===== src/rtl/pg_xlate_pkg.sv =====
package pg_xlate_pkg;
   typedef enum logic [1:0] {
      WK_IDLE  = 2'd0,
      WK_FETCH = 2'd1,
      WK_DONE  = 2'd2
   } walk_state_e;
endpackage


===== src/rtl/pg_tlb.sv =====
module pg_tlb #(
   parameter int VPN_W   = 20,
   parameter int FRAME_W = 20,
   parameter int ASID_W  = 8,
   parameter int ENTRIES = 8
) (
   input  logic               clk,
   input  logic               rst_n,
   input  logic [VPN_W-1:0]   lk_vpn,
   input  logic [ASID_W-1:0]  lk_asid,
   output logic               lk_hit,
   output logic [FRAME_W-1:0] lk_frame,
   output logic [ENTRIES-1:0] lk_hit_vec,
   input  logic               fill_en,
   input  logic [FRAME_W-1:0] fill_frame,
   input  logic               flush_all,
   input  logic               flush_sel,
   input  logic [ASID_W-1:0]  flush_id
);
   localparam int IDX_W = (ENTRIES > 1) ? $clog2(ENTRIES) : 1;

   logic [ENTRIES-1:0] ent_vld;
   logic [VPN_W-1:0]   ent_vpn   [ENTRIES];
   logic [ASID_W-1:0]  ent_asid  [ENTRIES];
   logic [FRAME_W-1:0] ent_frame [ENTRIES];
   logic [IDX_W-1:0]   victim;

   for (genvar e = 0; e < ENTRIES; e++) begin : g_cmp
      assign lk_hit_vec[e] = ent_vld[e] && (ent_vpn[e] == lk_vpn) && (ent_asid[e] == lk_asid);
   end

   assign lk_hit = |lk_hit_vec;

   always_comb begin
      lk_frame = '0;
      for (int e = 0; e < ENTRIES; e++) begin
         if (lk_hit_vec[e]) lk_frame = lk_frame | ent_frame[e];
      end
   end

   // flush takes priority over a fill in the same cycle
   always_ff @(posedge clk or negedge rst_n) begin
      if (!rst_n) begin
         ent_vld <= '0;
         victim  <= '0;
         for (int e = 0; e < ENTRIES; e++) begin
            ent_vpn[e]   <= '0;
            ent_asid[e]  <= '0;
            ent_frame[e] <= '0;
         end
      end else begin
         if (fill_en) begin
            ent_vld[victim]   <= 1'b1;
            ent_vpn[victim]   <= lk_vpn;
            ent_asid[victim]  <= lk_asid;
            ent_frame[victim] <= fill_frame;
            victim <= (victim == IDX_W'(ENTRIES - 1)) ? '0 : victim + 1'b1;
         end
         if (flush_all) begin
            ent_vld <= '0;
         end else if (flush_sel) begin
            for (int e = 0; e < ENTRIES; e++) begin
               if (ent_asid[e] == flush_id) ent_vld[e] <= 1'b0;
            end
         end
      end
   end
endmodule


===== src/rtl/pg_walk.sv =====
module pg_walk
   import pg_xlate_pkg::*;
#(
   parameter int VPN_W    = 20,
   parameter int FRAME_W  = 20,
   parameter int PG_SHIFT = 12,
   parameter int ADDR_W   = 32,
   parameter int PTE_W    = 32,
   parameter int PTE_SH   = 2
) (
   input  logic                         clk,
   input  logic                         rst_n,
   input  logic                         req_valid,
   input  logic [VPN_W-1:0]             req_vpn,
   input  logic [PG_SHIFT-1:0]          req_off,
   input  logic                         tlb_hit,
   input  logic [FRAME_W-1:0]           tlb_frame,
   input  logic [ADDR_W-1:0]            tbl_base,
   input  logic [VPN_W:0]               tbl_len,
   output logic                         mem_req,
   output logic [ADDR_W-1:0]            mem_addr,
   input  logic                         mem_ack,
   input  logic [PTE_W-1:0]             mem_rdata,
   output logic                         fill_en,
   output logic [FRAME_W-1:0]           fill_frame,
   output logic                         walk_idle,
   output logic                         done,
   output logic                         fault,
   output logic [FRAME_W+PG_SHIFT-1:0]  pa
);
   localparam int PA_W = FRAME_W + PG_SHIFT;

   walk_state_e          st;
   logic [ADDR_W-1:0]    addr_q;
   logic [PA_W-1:0]      pa_q;
   logic                 fault_q;
   logic                 pte_ok;

   assign pte_ok     = mem_rdata[0];
   assign fill_frame = mem_rdata[PG_SHIFT +: FRAME_W];
   assign fill_en    = (st == WK_FETCH) && mem_ack && pte_ok;
   assign walk_idle  = (st == WK_IDLE);
   assign mem_req    = (st == WK_FETCH);
   assign mem_addr   = addr_q;
   assign done       = (st == WK_DONE);
   assign fault      = fault_q;
   assign pa         = pa_q;

   always_ff @(posedge clk or negedge rst_n) begin
      if (!rst_n) begin
         st      <= WK_IDLE;
         addr_q  <= '0;
         pa_q    <= '0;
         fault_q <= 1'b0;
      end else begin
         unique case (st)
            WK_IDLE: if (req_valid) begin
               if (tlb_hit) begin
                  pa_q    <= {tlb_frame, req_off};
                  fault_q <= 1'b0;
                  st      <= WK_DONE;
               end else if ({1'b0, req_vpn} >= tbl_len) begin
                  pa_q    <= '0;
                  fault_q <= 1'b1;
                  st      <= WK_DONE;
               end else begin
                  addr_q  <= tbl_base + (ADDR_W'(req_vpn) << PTE_SH);
                  st      <= WK_FETCH;
               end
            end
            WK_FETCH: if (mem_ack) begin
               pa_q    <= pte_ok ? {fill_frame, req_off} : '0;
               fault_q <= !pte_ok;
               st      <= WK_DONE;
            end
            WK_DONE: st <= WK_IDLE;
            default: st <= WK_IDLE;
         endcase
      end
   end
endmodule


===== src/rtl/pg_xlate.sv =====
module pg_xlate #(
   parameter int VA_W      = 32,
   parameter int PG_SHIFT  = 12,
   parameter int PTE_BYTES = 4,
   parameter int FRAME_W   = 20,
   parameter int ADDR_W    = 32,
   parameter int ASID_W    = 8,
   parameter int ENTRIES   = 8,
   localparam int VPN_W    = VA_W - PG_SHIFT,
   localparam int PTE_W    = 8 * PTE_BYTES,
   localparam int PA_W     = FRAME_W + PG_SHIFT
) (
   input  logic              clk,
   input  logic              rst_n,
   input  logic              req_valid,
   input  logic [VA_W-1:0]   req_va,
   input  logic [ASID_W-1:0] req_asid,
   input  logic [ADDR_W-1:0] tbl_base,
   input  logic [VPN_W:0]    tbl_len,
   output logic              mem_req,
   output logic [ADDR_W-1:0] mem_addr,
   input  logic              mem_ack,
   input  logic [PTE_W-1:0]  mem_rdata,
   input  logic              flush_all,
   input  logic              flush_sel,
   input  logic [ASID_W-1:0] flush_id,
   output logic              done,
   output logic [PA_W-1:0]   pa,
   output logic              fault
);
   localparam int PTE_SH = $clog2(PTE_BYTES);

   if (PG_SHIFT < 1 || PG_SHIFT >= VA_W) begin : g_bad_shift
      $error("pg_xlate: PG_SHIFT must lie inside the virtual address");
   end
   if (PG_SHIFT + FRAME_W > PTE_W) begin : g_bad_pte
      $error("pg_xlate: frame field does not fit in a table entry");
   end
   if ((1 << PTE_SH) != PTE_BYTES) begin : g_bad_bytes
      $error("pg_xlate: PTE_BYTES must be a power of two");
   end
   if (ENTRIES < 1) begin : g_bad_depth
      $error("pg_xlate: ENTRIES must be at least 1");
   end

   logic [VPN_W-1:0]    req_vpn;
   logic [PG_SHIFT-1:0] req_off;
   logic                tlb_hit;
   logic [FRAME_W-1:0]  tlb_frame;
   logic [ENTRIES-1:0]  tlb_hit_vec;
   logic                fill_en;
   logic [FRAME_W-1:0]  fill_frame;
   logic                walk_idle;

   assign req_vpn = req_va[VA_W-1:PG_SHIFT];
   assign req_off = req_va[PG_SHIFT-1:0];

   pg_tlb #(
      .VPN_W(VPN_W), .FRAME_W(FRAME_W), .ASID_W(ASID_W), .ENTRIES(ENTRIES)
   ) u_tlb (
      .clk(clk), .rst_n(rst_n),
      .lk_vpn(req_vpn), .lk_asid(req_asid),
      .lk_hit(tlb_hit), .lk_frame(tlb_frame), .lk_hit_vec(tlb_hit_vec),
      .fill_en(fill_en), .fill_frame(fill_frame),
      .flush_all(flush_all), .flush_sel(flush_sel), .flush_id(flush_id)
   );

   pg_walk #(
      .VPN_W(VPN_W), .FRAME_W(FRAME_W), .PG_SHIFT(PG_SHIFT),
      .ADDR_W(ADDR_W), .PTE_W(PTE_W), .PTE_SH(PTE_SH)
   ) u_walk (
      .clk(clk), .rst_n(rst_n),
      .req_valid(req_valid), .req_vpn(req_vpn), .req_off(req_off),
      .tlb_hit(tlb_hit), .tlb_frame(tlb_frame),
      .tbl_base(tbl_base), .tbl_len(tbl_len),
      .mem_req(mem_req), .mem_addr(mem_addr), .mem_ack(mem_ack), .mem_rdata(mem_rdata),
      .fill_en(fill_en), .fill_frame(fill_frame), .walk_idle(walk_idle),
      .done(done), .fault(fault), .pa(pa)
   );
endmodule


===== config.mk =====
export PLATFORM = sky130hd
export DESIGN_NAME = pg_xlate
export DESIGN_NICKNAME = d
export VERILOG_FILES = /design/src/rtl/pg_xlate_pkg.sv /design/src/rtl/pg_tlb.sv /design/src/rtl/pg_walk.sv /design/src/rtl/pg_xlate.sv
export SDC_FILE = /design/constraint.sdc
export NUM_CORES = 1
export LEC_CHECK = 0
export ABC_AREA = 0
export BUFFER_PORTS_ARGS = -buffer_cell sky130_fd_sc_hd__buf_4
export CORE_MARGIN = 2
export CORE_UTILIZATION = 55
export DETAILED_ROUTE_END_ITERATION = 8
export GPL_TIMING_DRIVEN = 0
export PLACE_DENSITY_LB_ADDON = 0.12
export SKIP_CTS_REPAIR_TIMING = 1
export SYNTH_ARGS = -nofsm -noshare
export SYNTH_HDL_FRONTEND = slang
export SYNTH_SLANG_ARGS = --single-unit

===== constraint.sdc =====
create_clock -name clk -period 3.1 [get_ports clk]
set_clock_uncertainty 0.05 [all_clocks]
set_input_delay 0.93 -clock clk [delete_from_list [all_inputs] [get_ports clk]]
set_output_delay 0.93 -clock clk [all_outputs]
set_load 0.005 [all_outputs]

==> results.cfg <==
[route]
via_count = 16871
routed_wl_um = 71600
avgViaCountPerCell = 5.90
drc = 0
wl_per_cell_um = 25.0
ant_nets = 0
drt_iter0_drc = 1291
first_pass_iters = 7

[timing]
holdWs_ns = 0.101
final.setup.tns_ns = -10.53
worstMarginPinSlew_ns = 1.05
grt_setup_unrepaired = yes
finalSetupViolCount = 68
period_minus_slack_ns = 3.35
drv_slew = 0
max_freq_mhz = 299
relSlewSlack_pct = 30.0
finalHoldViolCount = 0
fin_crit_sh_pct = 108
fin_ws_ns = -0.249

[flow_run]
max-cap-violations = 0

[die]
die_area_um2 = 45000
pin_count = 206
die_w_um = 212
core_area_um2 = 43000
die_y_um = 212
rows = 76
start_util_pct = 55.5

[critical_path]
slowest_delay_ns = 0.39
required_ns = 3.54
end_kind = flop
cp_slowest_cell = nor4_4
setup.worst_path.start_class = input pin
path_class = in -> reg
crit_fanout = 8
rrSetupSlack_ns = -0.22
path_buf_inv = 5
critPathTopFamily = simple AND/OR/NAND/NOR gates
critical_path_arrival_ns = 3.79
cp_cell_sequence = buf_8 > buf_12 > buf_12 > xnor2_2 > nand4_1 > nor4_4 > and4_4 > or4_4 > nor2_4 > a311oi_4 > buf_12 > clkbuf_16 > mux2_4
path_common_cell = buf_12

[yosys]
synthArstFlopShare_pct = 100
syn_area_um2 = 23900
yosysUniqueCellTypes = 57
synth.avg_cell_area_um2 = 12.2
ys_seq_area_share_pct = 48.5
synth-edff-count = 0
synth_fp_nets = 2133
yosys_register_bits = 462
netlist_instances = 1951
synthFlopType = dfrtp_1
synth_warnings = 0

[power]
switching_share_pct = 29.9
seq_power_share_pct = 43.7
total_power_mw = 21.4
powerDensity_nw_per_um2 = 731
comb_power_share_pct = 27.7
peakVddDrop_mv = 0.509
p_sw_mw = 6.39
intPower_mw = 15.0
clkPwrFrac_pct = 28.6
leakagePower_nw = 13.6

[cts]
htree_levels = 2
cts_tree = yes
cts.clk_slew.worst_paths_ns = 0.06
numCtsBuffers = 50
cts_root_buffer = clkbuf_16
clock_path_buffers = 3
clock_latency_ns = 0.62
cts.sinks = 462

[place]
dpl.cell_count = 2716
place_ws_ns = -1.68
port_buffers = 176
gp_congestion = 0.916
hpwlAfterDp_um = 51000
dpl_cell_area_um2 = 26300

[grt]
grt_max_degree = 124
grt_overflow = 0
grt.busiest_layer = met2
grtUsageTotal_pct = 32.0
met1_usage_pct = 41.4
grt_pass1_vias = 17233
met3_usage_pct = 5.39
antenna_found_initial = 1
grt_pass1_wl_um = 107000
grt_use_met2_pct = 53.5

[final_layout]
fin_util_pct = 68.0
nNetsFinal = 2419
final_common_cell = dfrtp_1
layout.cells.non_filler = 2861
nFillCells = 3257
multi_input_area_um2 = 12100
final_cell_area_um2 = 29200
ff_latch_area_um2 = 11600
final_cell_mix = dfrtp_1, mux2_2, buf_4
area_growth_pct = 22.5
final_layout_size_suffix_gt1_share_pct = 40.0

[hold_path]
hold_class = in -> async

[run_status]
violations = negative setup slack
status = finished, violations left
-- logic make-up after synthesis --
logic type               synth area share, %
multiplexers                            21.1
flip-flops                              48.5
buffers and inverters                   3.54
XOR/XNOR                                11.3
AO/OA/AOI/OAI                           4.97
adder cells (fa/ha/maj)                 2.29
AND/OR/NAND/NOR                         8.26
-- synthesized netlist by cell type (6+ instances only) --
cell	n	area share, %
a2111oi_0	8	0.29
a21boi_0	15	0.47
a21o_1	8	0.25
a21oi_1	13	0.27
a22o_1	28	1.0
a22oi_1	12	0.38
a31oi_1	8	0.21
and2_1	11	0.29
and3_1	30	0.79
buf_1	20	0.31
buf_2	29	0.61
buf_4	32	1.0
clkbuf_1	54	0.85
dfrtp_1	462	48
ha_1	42	2.2
inv_1	32	0.50
mux2_1	33	1.6
mux2_2	409	19
mux2i_1	6	0.25
nand2_1	52	0.82
nand3_1	72	1.5
nand4_1	69	1.8
nor2_1	34	0.54
nor2b_1	7	0.18
nor3_1	29	0.61
nor4_1	20	0.52
o21ai_0	41	0.86
xnor2_1	248	9.1
xor2_1	61	2.2
-- layout make-up --
| type | instances | share of cell area, % |
|---|---|---|
| Antenna cell | 1 | 0.00856 |
| Buffer | 139 | 3.68 |
| Clock buffer | 80 | 5.18 |
| Clock inverter | 10 | 0.514 |
| Inverter | 32 | 0.420 |
| Multi-Input combinational cell | 1316 | 41.5 |
| Sequential cell | 462 | 39.6 |
| Tap cell | 585 | 2.50 |
| Timing Repair Buffer | 236 | 6.66 |
-- path summary, 6_finish.rpt --
check / from / endpoint / depth (start not counted)
worst max-delay path: req_va[13] / u_walk.pa[2] / 13
worst min-delay path: rst_n / u_walk.pa[13] / 1
worst max register to register: u_walk.st[1] / u_tlb.ent_frame[110] / 7
worst min register to register: u_walk.mem_addr[20] / u_walk.mem_addr[20] / 1
max in group asynchronous: rst_n / u_tlb.ent_vpn[58] / 3
min in group clk: u_walk.mem_addr[20] / u_walk.mem_addr[20] / 1
-- metal layers --
metal | share of wire, % | wire length [um]
met3 | 5.2 | 3750
met5 | 0 | 0
met2 | 50 | 35500
met1 | 41 | 29500
met4 | 3.9 | 2770
-- state kept, by name, indices dropped and copies added (netlist names) --
signal and flops:
u_tlb.ent_asid 64, u_tlb.ent_frame 160, u_tlb.ent_vld 8, u_tlb.ent_vpn 160, u_tlb.victim 3, u_walk.fault 1
u_walk.mem_addr 32, u_walk.pa 32, u_walk.st 2
-- power groups by stage --
stage          combinational (mW)  clock, mW  sequential (mW)
2_1_floorplan                3.75          0             9.06
3_3_place_gp                 5.37          0             9.23
3_5_place_dp                 5.52          0             9.35
4_1_cts                      5.55       6.17             9.26
5_1_grt                      6.36       6.44             9.56
6_report                     5.93       6.11             9.34
No activity file was read; power rests on OpenSTA's default activity.
